[src/rtl/mac_irq_pkg.sv]
// Shared constants for the MAC interrupt controller.
// Assumes a fixed map of eight event sources into a 16-bit register.
package mac_irq_pkg;

    localparam int REG_W   = 16;
    localparam int NUM_EVT = 8;

    // Bit position of each event source, indexed by event number.
    function automatic int evt_pos(input int idx);
        case (idx)
            0:       return 0;  // receive done
            1:       return 1;  // no receive descriptor
            2:       return 2;  // receive FIFO full
            3:       return 3;  // receive early
            4:       return 4;  // transmit done
            5:       return 7;  // transmit early
            6:       return 8;  // counter overflow
            default: return 9;  // link change
        endcase
    endfunction

    // Mask of the implemented bits, derived from the event map.
    function automatic logic [REG_W-1:0] build_mask();
        logic [REG_W-1:0] m;
        m = '0;
        for (int i = 0; i < NUM_EVT; i++) begin
            m[evt_pos(i)] = 1'b1;
        end
        return m;
    endfunction

    localparam logic [REG_W-1:0] IMPL_MASK = build_mask();

endpackage

[src/rtl/mac_irq_event_map.sv]
// Places the event pulses onto their fixed bit positions.
// Assumes each event is a single-cycle pulse synchronous to clk.
module mac_irq_event_map
    import mac_irq_pkg::*;
(
    input  logic [NUM_EVT-1:0] evt_i,
    output logic [REG_W-1:0]   set_o
);

    // Scatter each event pulse onto its register bit.
    always_comb begin
        set_o = '0;
        for (int i = 0; i < NUM_EVT; i++) begin
            set_o[evt_pos(i)] = evt_i[i];
        end
    end

endmodule

[src/rtl/mac_irq_status.sv]
// Pending register: write-one-to-clear, and a set wins over a clear.
// Assumes that set_i and clr_i are valid for one cycle each.
module mac_irq_status #(
    parameter int               W    = 16,
    parameter logic [W-1:0]     MASK = '1
) (
    input  logic         clk,
    input  logic         rst_n,
    input  logic [W-1:0] set_i,
    input  logic [W-1:0] clr_i,
    output logic [W-1:0] status_o
);

    logic [W-1:0] status_q;

    // Update the pending bits: clear the written ones, then OR in new events.
    always_ff @(posedge clk) begin
        if (!rst_n) begin
            status_q <= '0;
        end else begin
            status_q <= ((status_q & ~clr_i) | set_i) & MASK;
        end
    end

    assign status_o = status_q;

    // An event reaches its implemented pending bit on the next edge.
    assert_set_R2: assert property (@(posedge clk) disable iff (!rst_n)
        1'b1 |=> ((status_q & $past(set_i & MASK)) == $past(set_i & MASK)));

    // A bit that was not written with a 1 never drops.
    assert_keep_R4: assert property (@(posedge clk) disable iff (!rst_n)
        1'b1 |=> (($past(status_q) & ~$past(clr_i) & ~status_q) == '0));

    // A cleared bit stays clear unless an event came in the same cycle.
    assert_clear_R5: assert property (@(posedge clk) disable iff (!rst_n)
        1'b1 |=> ((status_q & $past(clr_i) & ~$past(set_i)) == '0));

endmodule

[src/rtl/mac_irq_enable.sv]
// Enable register: loaded as a whole on a write, with unimplemented bits forced to 0.
// Assumes a single write strobe and full-width data.
module mac_irq_enable #(
    parameter int           W    = 16,
    parameter logic [W-1:0] MASK = '1
) (
    input  logic         clk,
    input  logic         rst_n,
    input  logic         wr_i,
    input  logic [W-1:0] wdata_i,
    output logic [W-1:0] enable_o
);

    logic [W-1:0] enable_q;

    // Load the enable mask on a write.
    always_ff @(posedge clk) begin
        if (!rst_n) begin
            enable_q <= '0;
        end else if (wr_i) begin
            enable_q <= wdata_i & MASK;
        end
    end

    assign enable_o = enable_q;

    // Without a write the mask does not change.
    assert_hold_R8: assert property (@(posedge clk) disable iff (!rst_n)
        !wr_i |=> $stable(enable_q));

endmodule

[src/rtl/mac_irq_combine.sv]
// Reduces pending AND enable to a single interrupt level.
// Assumes both inputs come from registers, so the output is glitch-free per cycle.
module mac_irq_combine #(
    parameter int W = 16
) (
    input  logic [W-1:0] status_i,
    input  logic [W-1:0] enable_i,
    output logic         irq_o
);

    // Request an interrupt when any enabled bit is pending.
    always_comb begin
        irq_o = |(status_i & enable_i);
    end

endmodule

[src/rtl/mac_irq_ctrl.sv]
// Top level of the MAC interrupt status/enable block: register decode, read
// mux and the interrupt line. Assumes a simple single-cycle register port with
// a combinational read.
module mac_irq_ctrl
    import mac_irq_pkg::*;
#(
    parameter int                ADDR_W    = 8,
    parameter logic [ADDR_W-1:0] STAT_OFS  = 8'h3C,
    parameter logic [ADDR_W-1:0] ENAB_OFS  = 8'h40
) (
    input  logic              clk,
    input  logic              rst_n,
    input  logic              ev_rx_done,
    input  logic              ev_rx_nodesc,
    input  logic              ev_rx_full,
    input  logic              ev_rx_early,
    input  logic              ev_tx_done,
    input  logic              ev_tx_early,
    input  logic              ev_cnt_ovf,
    input  logic              ev_link_chg,
    input  logic              reg_wr,
    input  logic [ADDR_W-1:0] reg_addr,
    input  logic [REG_W-1:0]  reg_wdata,
    output logic [REG_W-1:0]  reg_rdata,
    output logic              irq_o
);

    logic [NUM_EVT-1:0] evt_vec;
    logic [REG_W-1:0]   set_vec;
    logic [REG_W-1:0]   clr_vec;
    logic [REG_W-1:0]   status;
    logic [REG_W-1:0]   enable;
    logic               hit_stat;
    logic               hit_enab;
    logic               enab_wr;

    // Gather the event pulses in event-number order.
    assign evt_vec = {ev_link_chg, ev_cnt_ovf, ev_tx_early, ev_tx_done,
                      ev_rx_early, ev_rx_full, ev_rx_nodesc, ev_rx_done};

    // Decode the register offsets.
    always_comb begin
        hit_stat = (reg_addr == STAT_OFS);
        hit_enab = (reg_addr == ENAB_OFS);
        enab_wr  = reg_wr && hit_enab;
        clr_vec  = (reg_wr && hit_stat) ? reg_wdata : '0;
    end

    mac_irq_event_map u_map (
        .evt_i (evt_vec),
        .set_o (set_vec)
    );

    mac_irq_status #(.W(REG_W), .MASK(IMPL_MASK)) u_status (
        .clk      (clk),
        .rst_n    (rst_n),
        .set_i    (set_vec),
        .clr_i    (clr_vec),
        .status_o (status)
    );

    mac_irq_enable #(.W(REG_W), .MASK(IMPL_MASK)) u_enable (
        .clk      (clk),
        .rst_n    (rst_n),
        .wr_i     (enab_wr),
        .wdata_i  (reg_wdata),
        .enable_o (enable)
    );

    mac_irq_combine #(.W(REG_W)) u_combine (
        .status_i (status),
        .enable_i (enable),
        .irq_o    (irq_o)
    );

    // Return the selected register, or 0 for an unused offset.
    always_comb begin
        if (hit_stat)      reg_rdata = status;
        else if (hit_enab) reg_rdata = enable;
        else               reg_rdata = '0;
    end

    // Unimplemented bits never appear on the read port.
    assert_unimpl_R7: assert property (@(posedge clk) disable iff (!rst_n)
        (reg_rdata & ~IMPL_MASK) == '0);

    // Writing zero to the enable register silences the line.
    assert_mask_R8: assert property (@(posedge clk) disable iff (!rst_n)
        (enab_wr && reg_wdata == '0) |=> !irq_o);

    // Out of reset both registers are zero, so the line is low.
    assert_reset_R1: assert property (@(posedge clk)
        !rst_n |=> (status == '0 && enable == '0));

endmodule

[config.mk]
export PLATFORM = sky130hd
export DESIGN_NAME = mac_irq_ctrl
export DESIGN_NICKNAME = d
export VERILOG_FILES = /design/src/rtl/mac_irq_pkg.sv /design/src/rtl/mac_irq_event_map.sv /design/src/rtl/mac_irq_status.sv /design/src/rtl/mac_irq_enable.sv /design/src/rtl/mac_irq_combine.sv /design/src/rtl/mac_irq_ctrl.sv
export SDC_FILE = /design/constraint.sdc
export NUM_CORES = 1
export LEC_CHECK = 0
export ABC_AREA = 1
export BUFFER_PORTS_ARGS = -buffer_cell sky130_fd_sc_hd__buf_2
export CAP_MARGIN = 25
export CORE_ASPECT_RATIO = 0.8
export CORE_MARGIN = 2
export CORE_UTILIZATION = 50
export CTS_BUF_LIST = sky130_fd_sc_hd__clkbuf_2
export CTS_CLUSTER_SIZE = 24
export DETAILED_ROUTE_END_ITERATION = 8
export PLACE_DENSITY = 0.77
export REMOVE_ABC_BUFFERS = 1
export SKIP_LAST_GASP = 1
export SLEW_MARGIN = 20
export SYNTH_ARGS = -nofsm -noshare
export SYNTH_HDL_FRONTEND = slang
export SYNTH_HIERARCHICAL = 1
export SYNTH_SLANG_ARGS = --single-unit
[constraint.sdc]
create_clock -name clk -period 1.54 [get_ports clk]
set_input_delay 0.308 -clock clk [delete_from_list [all_inputs] [get_ports clk]]
set_output_delay 0.308 -clock clk [all_outputs]
set_load 0.01 [all_outputs]
==> run_results.csv, run 1 <==
group,metric,value,unit
status,status,"complete, no violations",
clock_network,clk-insertion-delay-late,300,ps
floorplanning,rows,17,
worst_setup_path,crit_top_cell,"nand2_1",
global_route,grtUsageTotal,0.178,
timing,skew,0,ps
pwr,peakVddDrop,0.441,mV
routing,drt_iter0_markers,47,
worst_setup_path,cpMaxStageDelayCell,"dfxtp_2",
clock_network,clk_pin_slew,170,ps
clock_network,clock_sinks,16,
clock_network,root_buffer,"clkbuf_2",
timing,min_period,1490,ps
placement,placed_cells,308,
routing,drtAntennaViolNets,0,
finish,drive_above_1_share,0.269,
worst_setup_path,criticalPathCategory,"reg2out",
timing,rsz0062_at_grt,"yes",
pwr,comb_power_share,0.204,
placement,place_area,0.00155,mm²
floorplanning,die_area,0.00341,mm²
worst_setup_path,cp.required,1230,ps
floorplanning,fp.dieH,52.6,µm
synth,synth_warnings,6,
placement,numPortBuffers,35,
routing,drt-wirelength-per-cell,9.19,µm
global_route,grt_pass1_wl,4710,µm
pwr,power,0.804,mW
routing,vias_per_cell,4.40,
worst_setup_path,endpoint_kind,"output pin",
routing,num_vias,1376,
timing,finalCritPeriodShare,0.968,
timing,finalHoldViolCount,0,
clock_network,hold_buffers,0,
pwr,switching_share,0.312,
timing,drv_slew,0,
routing,drc,0,
finish,antennaDiodeCount,0,
timing,setup_viol,0,
pwr,p_leak,0.950,nW
timing,max_freq,0.671,GHz
global_route,grt-ovfl-total,0,
timing,setup_ws,49.1,ps
synth,synth_area_per_cell,6.03,µm²
pwr,power_density,506,mW/mm²
worst_setup_path,path_cells,"nand2_2, nand2_1, inv_1, nand2_1, nor2_1, nand2_1, buf_2",
synth,synthCells,245,
routing,wirelength,2880,µm
finish,area_growth,7.54,%
finish,fin_area,0.00159,mm²
placement,dpl.hpwl,2210,µm
pwr,seqPwrFrac,0.553,
hold_path,hold_class,"in2reg",
synth,syn-cell-area,0.00148,mm²
timing,fin_setup_tns,0,ps
pwr,pwr-share-clk,0.244,
worst_setup_path,arrival,1180,ps
worst_setup_path,r2r_cells,3,
pwr,p_int,0.553,mW
pwr,switching_power,0.250,mW
global_route,grt_pass1_vias,1122,
floorplanning,coreArea,0.00279,mm²
clock_network,cts_tree,"done",
floorplanning,die_w,64.8,µm
worst_setup_path,cp_max_fo,3,
hold_path,hold_path_depth,3,
timing,hold_slack,207,ps
worst_setup_path,start_kind,"flop",
floorplanning,ios,52,
clock_network,cts_inserted_buffers,3,
clock_network,htreeDepth,1,
placement,place_ws,74.4,ps
floorplanning,start_util,0.530,
finish,fin_nets,311,
finish,stdcell_count,313,
finish,finish.utilization,0.570,
clock_network,clock_path_buffers,2,
placement,gp_congestion,0.753,
global_route,antenna_found_initial,0,
flow_run,max_cap_violations,0,
global_route,grt_max_degree,14,
worst_setup_path,cp_slowest_stage_delay,370,ps
routing,first_pass_iters,4,
==> power groups by stage <==
stage | Clock (mW) | Combinational [mW] | Sequential [mW]
final | 0.196 | 0.164 | 0.444
after global routing | 0.220 | 0.188 | 0.446
after CTS | 0.196 | 0.158 | 0.442
after detailed placement | 0 | 0.158 | 0.451
after global placement | 0 | 0.155 | 0.450
after floorplan | 0 | 0.0959 | 0.447
==> critical path, delay by kind of cell, from the launching register on <==
family	cells	cell delay [ps]
and+or+nand+nor	5	330
buffers and inverters	2	180
DFF	1	370
==> what timing repair did <==
item                                    CTS  global route
endpoints found under the hold margin     0             0
buffers inserted                          0             1
gates resized for setup                   0            10
endpoints found under the setup margin    0             3
==> final cells by class <==
type | count | area (µm²)
Fill cell | 303 | 1200
Multi-Input combinational cell | 163 | 771
Sequential cell | 16 | 329
Timing Repair Buffer | 44 | 243
Inverter | 48 | 180
Tap cell | 38 | 47.5
Clock buffer | 3 | 15.0
Clock inverter | 1 | 3.75
==> worst paths after layout <==
path | start | end | slack [ps]
worst max-delay path | u_enable/enable_o[2] | irq_o | 50
worst min-delay path | ev_rx_early | u_status/status_o[3] | 210
worst max register to register | u_status/status_o[1] | u_status/status_o[1] | 870
worst min register to register | u_status/status_o[7] | u_status/status_o[7] | 490
==> cells in the final DEF (no fill, tap or decap) <==
cell type,instances
nand2_1,65
inv_1,45
buf_2,35
nand3_1,32
nor2_1,24
conb_1,16
nand2_2,9
buf_4,9
dfxtp_1,9
a21oi_1,8
dfxtp_2,7
nor2_4,5
inv_2,3
clkbuf_2,3
nor2_8,2
nand3_4,1
clkinv_1,1
nand4_1,1
==> sequential cells by signal (all words and copies together) (netlist names) <==
| register | flops |
|---|---|
| u_enable/enable_o | 8 |
| u_status/status_o | 8 |
==> layer usage <==
metal	up-vias	GRT usage	share of wire
met3	5	0.0301	0.059
met4	0	0.0532	0.010
met2	39	0.306	0.44
met1	583	0.229	0.49
met5	-	0	0
li1	749	-	-
Power figures use the tool's default switching activity.
==> run 2: changes to the inputs <==
BUFFER_PORTS_ARGS = -buffer_cell sky130_fd_sc_hd__clkbuf_2   (was -buffer_cell sky130_fd_sc_hd__buf_2)
==> run_results.csv, run 2 (same netlist as run 1, synthesis figures left out) <==
group,metric,value,unit
status,status,"complete, no violations",
clock_network,htreeDepth,1,
timing,max_freq,0.685,GHz
global_route,grt-ovfl-total,0,
timing,min_period,1460,ps
hold_path,hold_path_depth,3,
floorplanning,start_util,0.530,
floorplanning,rows,17,
placement,place_area,0.00156,mm²
pwr,peakVddDrop,0.344,mV
floorplanning,die_w,64.8,µm
worst_setup_path,endpoint_kind,"output pin",
placement,dpl.hpwl,2240,µm
floorplanning,fp.dieH,52.6,µm
clock_network,clock_path_buffers,2,
finish,final_common_cell,"nand2_1",
worst_setup_path,cp_slowest_stage_delay,200,ps
routing,drc,0,
pwr,power,0.784,mW
routing,num_vias,1342,
worst_setup_path,start_kind,"input port",
global_route,met3_usage,0.0215,
clock_network,clk_pin_slew,140,ps
timing,fin_setup_tns,0,ps
timing,hold_slack,226,ps
worst_setup_path,criticalPathCategory,"in2out",
timing,finalHoldViolCount,0,
pwr,p_leak,0.953,nW
global_route,grt_pass1_vias,1136,
finish,antennaDiodeCount,0,
worst_setup_path,worst-path-buf-inv,4,
routing,vias_per_cell,4.29,
worst_setup_path,critPathTopFamily,"simple AND/OR/NAND/NOR gates",
finish,fin_nets,312,
global_route,grtUsageTotal,0.177,
clock_network,clock_sinks,16,
global_route,grt.met1_usage,0.230,
worst_setup_path,timing.rr.end,"u_status/status_o[8]",
flow_run,max_cap_violations,0,
timing,setup_viol,0,
finish,layout_common_cells,"68 x nand2_1, 45 x inv_1, 38 x clkbuf_2, 32 x nand3_1, 23 x nor2_1",
routing,first_pass_iters,4,
global_route,antenna_found_initial,0,
finish,area_growth,8.13,%
routing,drt_iter0_markers,41,
floorplanning,coreArea,0.00279,mm²
hold_path,holdPathEnd,"u_status/status_o[3]",
placement,gp_congestion,0.803,
hold_path,hold_class,"in2reg",
worst_setup_path,cpMaxStageDelayCell,"nor2_4",
clock_network,hold_buffers,0,
finish,fin_area,0.00160,mm²
worst_setup_path,cp.required,1230,ps
clock_network,cts_tree,"done",
timing,rsz0062_at_grt,"yes",
floorplanning,die_area,0.00341,mm²
hold_path,hp-start,"ev_rx_early",
worst_setup_path,path_cells,"clkbuf_2, inv_1, nand2_1, nor2_4, buf_6, nand3_1, nand2_1, clkbuf_2",
worst_setup_path,arrival,1150,ps
finish,fillCellCount,295,
global_route,grt_max_degree,14,
routing,drtAntennaViolNets,0,
routing,drt-wirelength-per-cell,9.04,µm
placement,numPortBuffers,35,
clock_network,clk-insertion-delay-late,270,ps
worst_setup_path,reg2reg_from,"u_status/status_o[8]",
timing,finalCritPeriodShare,0.948,
clock_network,cts_inserted_buffers,3,
clock_network,root_buffer,"clkbuf_2",
global_route,grt_pass1_wl,4760,µm
timing,skew,0,ps
timing,drv_slew,0,
worst_setup_path,reg2reg_slack,910,ps
global_route,use_met2,0.318,
worst_setup_path,cp_max_fo,5,
worst_setup_path,r2r_cells,2,
pwr,power_density,491,mW/mm²
routing,wirelength,2830,µm
finish,drive_above_1_share,0.251,
floorplanning,ios,52,
global_route,gr-max-usage-layer,"met2",
==> run 2: changes by cell type in the layout (fill, tap and decap cells not counted), sizes merged <==
cell / before / now
clkbuf: 3 / 38
buf: 44 / 10
clkinv: 1 / 0
==> run 2: tightest hold or removal path, stage by stage <==
cell      delay [ps]
clkbuf_2          80
inv_1             40
a21oi_1           50
==> run 2: worst max path at each step <==
stage | from | to | depth (start not counted)
floorplan | reg_addr[1] | u_enable/enable_o[7] | 8
global placement | reg_addr[1] | reg_rdata[3] | 8
detailed placement | reg_addr[1] | reg_rdata[2] | 8
CTS | reg_addr[1] | reg_rdata[2] | 8
global route | u_status/status_o[3] | irq_o | 7
finish | reg_addr[2] | reg_rdata[0] | 8
==> run 2: area by class of cell <==
class	instances	area, µm²	area share
tap	38	47.5	0.0298
inverter	48	180	0.113
multi-input combinational	163	766	0.479
sequential	16	324	0.203
clock buffer	3	15.0	0.00940
timing repair buffer	45	265	0.166
==> run 2: what timing repair did <==
action,4_1_cts,5_1_grt
endpoints found under the hold margin,0,0
resized for setup,0,8
endpoints found under the setup margin,0,5
buffers inserted,0,0
==> run 2: stage by stage <==
| stage | instances | util | setup slack, ps |
|---|---|---|---|
| after detailed placement | 310 | 0.560 | 63.1 |
| after global routing | 313 | 0.573 | -40.5 |
| after global placement | 310 | 0.560 | 70.3 |
| after CTS | 313 | 0.566 | 53.4 |
| after floorplan | 227 | - | -162 |
| final | 313 | 0.573 | 80.0 |
==> run 2: report_power, final <==
| part | leakage (nW) | switching, mW | total (mW) | internal, mW |
|---|---|---|---|---|
| registers | 0.132 | 0.0123 | 0.443 | 0.430 |
| clock network | 0.0125 | 0.123 | 0.176 | 0.0532 |
| logic | 0.808 | 0.0983 | 0.165 | 0.0667 |
==> run 2: metal layers <==
layer | routed length (µm) | up-vias
li1 | - | 745
met1 | 1400 | 557
met2 | 1280 | 40
met3 | 153 | 0
met4 | 0 | 0
met5 | 0 | -
==> run 3: changes to the inputs <==
==> constraint.sdc (replaced) <==
create_clock -name clk -period 1.54 [get_ports clk]
set_input_delay 0.231 -clock clk [delete_from_list [all_inputs] [get_ports clk]]
set_output_delay 0.231 -clock clk [all_outputs]
set_load 0.01 [all_outputs]
==> run_results.csv, run 3 (same netlist as run 1, synthesis figures left out) <==
group,metric,value,unit
global_route,grt_max_degree,18,
timing,fin_setup_tns,0,ps
worst_setup_path,reg2reg_from,"u_status/status_o[0]",
floorplanning,coreArea,0.00279,mm²
global_route,grt_pass1_vias,1134,
worst_setup_path,criticalPathCategory,"reg2out",
global_route,grt_pass1_wl,4760,µm
pwr,power_density,511,mW/mm²
global_route,antenna_found_initial,0,
clock_network,clock_sinks,16,
finish,antennaDiodeCount,0,
global_route,grt-ovfl-total,0,
placement,gp_congestion,0.782,
routing,drt-wirelength-per-cell,9.48,µm
clock_network,clk_pin_slew,170,ps
flow_run,max_cap_violations,0,
worst_setup_path,r2r_cells,2,
floorplanning,rows,17,
clock_network,cts_inserted_buffers,3,
floorplanning,die_w,64.8,µm
worst_setup_path,path_cells,"nand2_1, nand2_1, inv_1, nand2_1, nor2_2, nand2_1, clkbuf_2",
finish,area_growth,6.01,%
hold_path,hold_class,"in2reg",
placement,numPortBuffers,35,
timing,setup_ws,128,ps
timing,min_period,1410,ps
clock_network,htreeDepth,1,
finish,layout_common_cells,"68 x nand2_1, 45 x inv_1, 38 x clkbuf_2, 32 x nand3_1, 23 x nor2_1",
finish,fin_nets,308,
timing,setup_viol,0,
placement,placed_cells,306,
floorplanning,start_util,0.530,
finish,final_common_cell,"nand2_1",
placement,dpl.hpwl,2230,µm
routing,wirelength,2940,µm
placement,place_ws,143,ps
floorplanning,fp.dieH,52.6,µm
clock_network,clk-insertion-delay-late,300,ps
finish,fillCellCount,319,
worst_setup_path,timing.rr.end,"u_status/status_o[0]",
worst_setup_path,start_kind,"flop",
timing,max_freq,0.708,GHz
worst_setup_path,cp.required,1310,ps
routing,first_pass_iters,4,
finish,finish.utilization,0.562,
floorplanning,ios,52,
pwr,peakVddDrop,0.410,mV
timing,finalHoldViolCount,0,
finish,drive_above_1_share,0.232,
pwr,p_leak,0.932,nW
worst_setup_path,crit_top_cell,"nand2_1",
hold_path,hp-start,"ev_rx_early",
worst_setup_path,cp-startpoint,"u_status/status_o[3]",
routing,num_vias,1342,
worst_setup_path,reg2reg_slack,880,ps
finish,stdcell_count,310,
worst_setup_path,cp_max_fo,3,
hold_path,hold_path_depth,3,
worst_setup_path,endpoint_kind,"output pin",
routing,drt_iter0_markers,51,
timing,finalCritPeriodShare,0.917,
routing,vias_per_cell,4.33,
status,status,"complete, no violations",
routing,drc,0,
clock_network,root_buffer,"clkbuf_2",
worst_setup_path,cpMaxStageDelayCell,"dfxtp_2",
clock_network,cts_tree,"done",
routing,drtAntennaViolNets,0,
timing,skew,0,ps
global_route,grtUsageTotal,0.180,
clock_network,hold_buffers,0,
timing,drv_slew,0,
worst_setup_path,worst-path-buf-inv,2,
worst_setup_path,cp_slowest_stage_delay,360,ps
floorplanning,die_area,0.00341,mm²
timing,rsz0062_at_grt,"no",
worst_setup_path,critPathTopFamily,"flip-flops",
clock_network,clock_path_buffers,2,
worst_setup_path,arrival,1180,ps
hold_path,holdPathEnd,"u_status/status_o[3]",
run 3: cell types whose count changed in the layout (fill, tap and decap cells not counted):
cell | previous run | this run
clkinv_1 | 0 | 1
buf_6 | 4 | 0
dfxtp_2 | 3 | 1
dfxtp_1 | 13 | 15
buf_12 | 0 | 1
buf_4 | 6 | 5
run 3: metal layers:
metal  track usage  vias to the layer above  part of all wire
met2         0.313                       32              0.44
li1              -                      736                 -
met1         0.231                      570              0.50
met3        0.0194                        4             0.049
met4        0.0638                        0            0.0099
met5             0                        -                 0
run 3: worst max path at each step:
stage | end | cells past startpoint | slack [ps]
2_1_floorplan | u_enable/enable_o[7] | 8 | -90
3_3_place_gp | u_status/status_o[2] | 9 | 190
3_5_place_dp | u_status/status_o[0] | 9 | 140
4_1_cts | irq_o | 7 | 120
5_1_grt | irq_o | 7 | 20
6_report | irq_o | 7 | 130
run 3: worst min-delay path, stage by stage:
cell and delay, ps:
clkbuf_2 80, inv_1 40, a21oi_1 50
run 3: where the power goes:
group | leakage [nW] | switching [mW] | internal [mW]
Sequential | 0.132 | 0.0126 | 0.430
Clock | 0.0140 | 0.139 | 0.0564
Combinational | 0.786 | 0.0985 | 0.0637
Total | 0.932 | 0.250 | 0.550
run 3: timing repair:
item | CTS | global route
buffers inserted | 0 | 0
gates resized for setup | 0 | 2
setup endpoints to repair | 0 | 1
hold endpoints to repair | 0 | 0
run 3: metrics by stage:
step / cell area [µm²] / hold slack, ps / total power, mW
2_1_floorplan: 1260 / 351 / 0.543
3_3_place_gp: 1540 / 451 / 0.605
3_5_place_dp: 1540 / 453 / 0.610
4_1_cts: 1560 / 119 / 0.800
5_1_grt: 1570 / 103 / 0.857
6_report: 1570 / 118 / 0.800
run 3: cell type report:
class	instances	area (µm²)	share of cell area
multi-input combinational	163	766	0.489
timing repair buffer	41	233	0.149
clock buffer	3	15.0	0.00958
tap	38	47.5	0.0304
sequential	16	322	0.205
inverter	48	180	0.115
clock inverter	1	3.75	0.00240
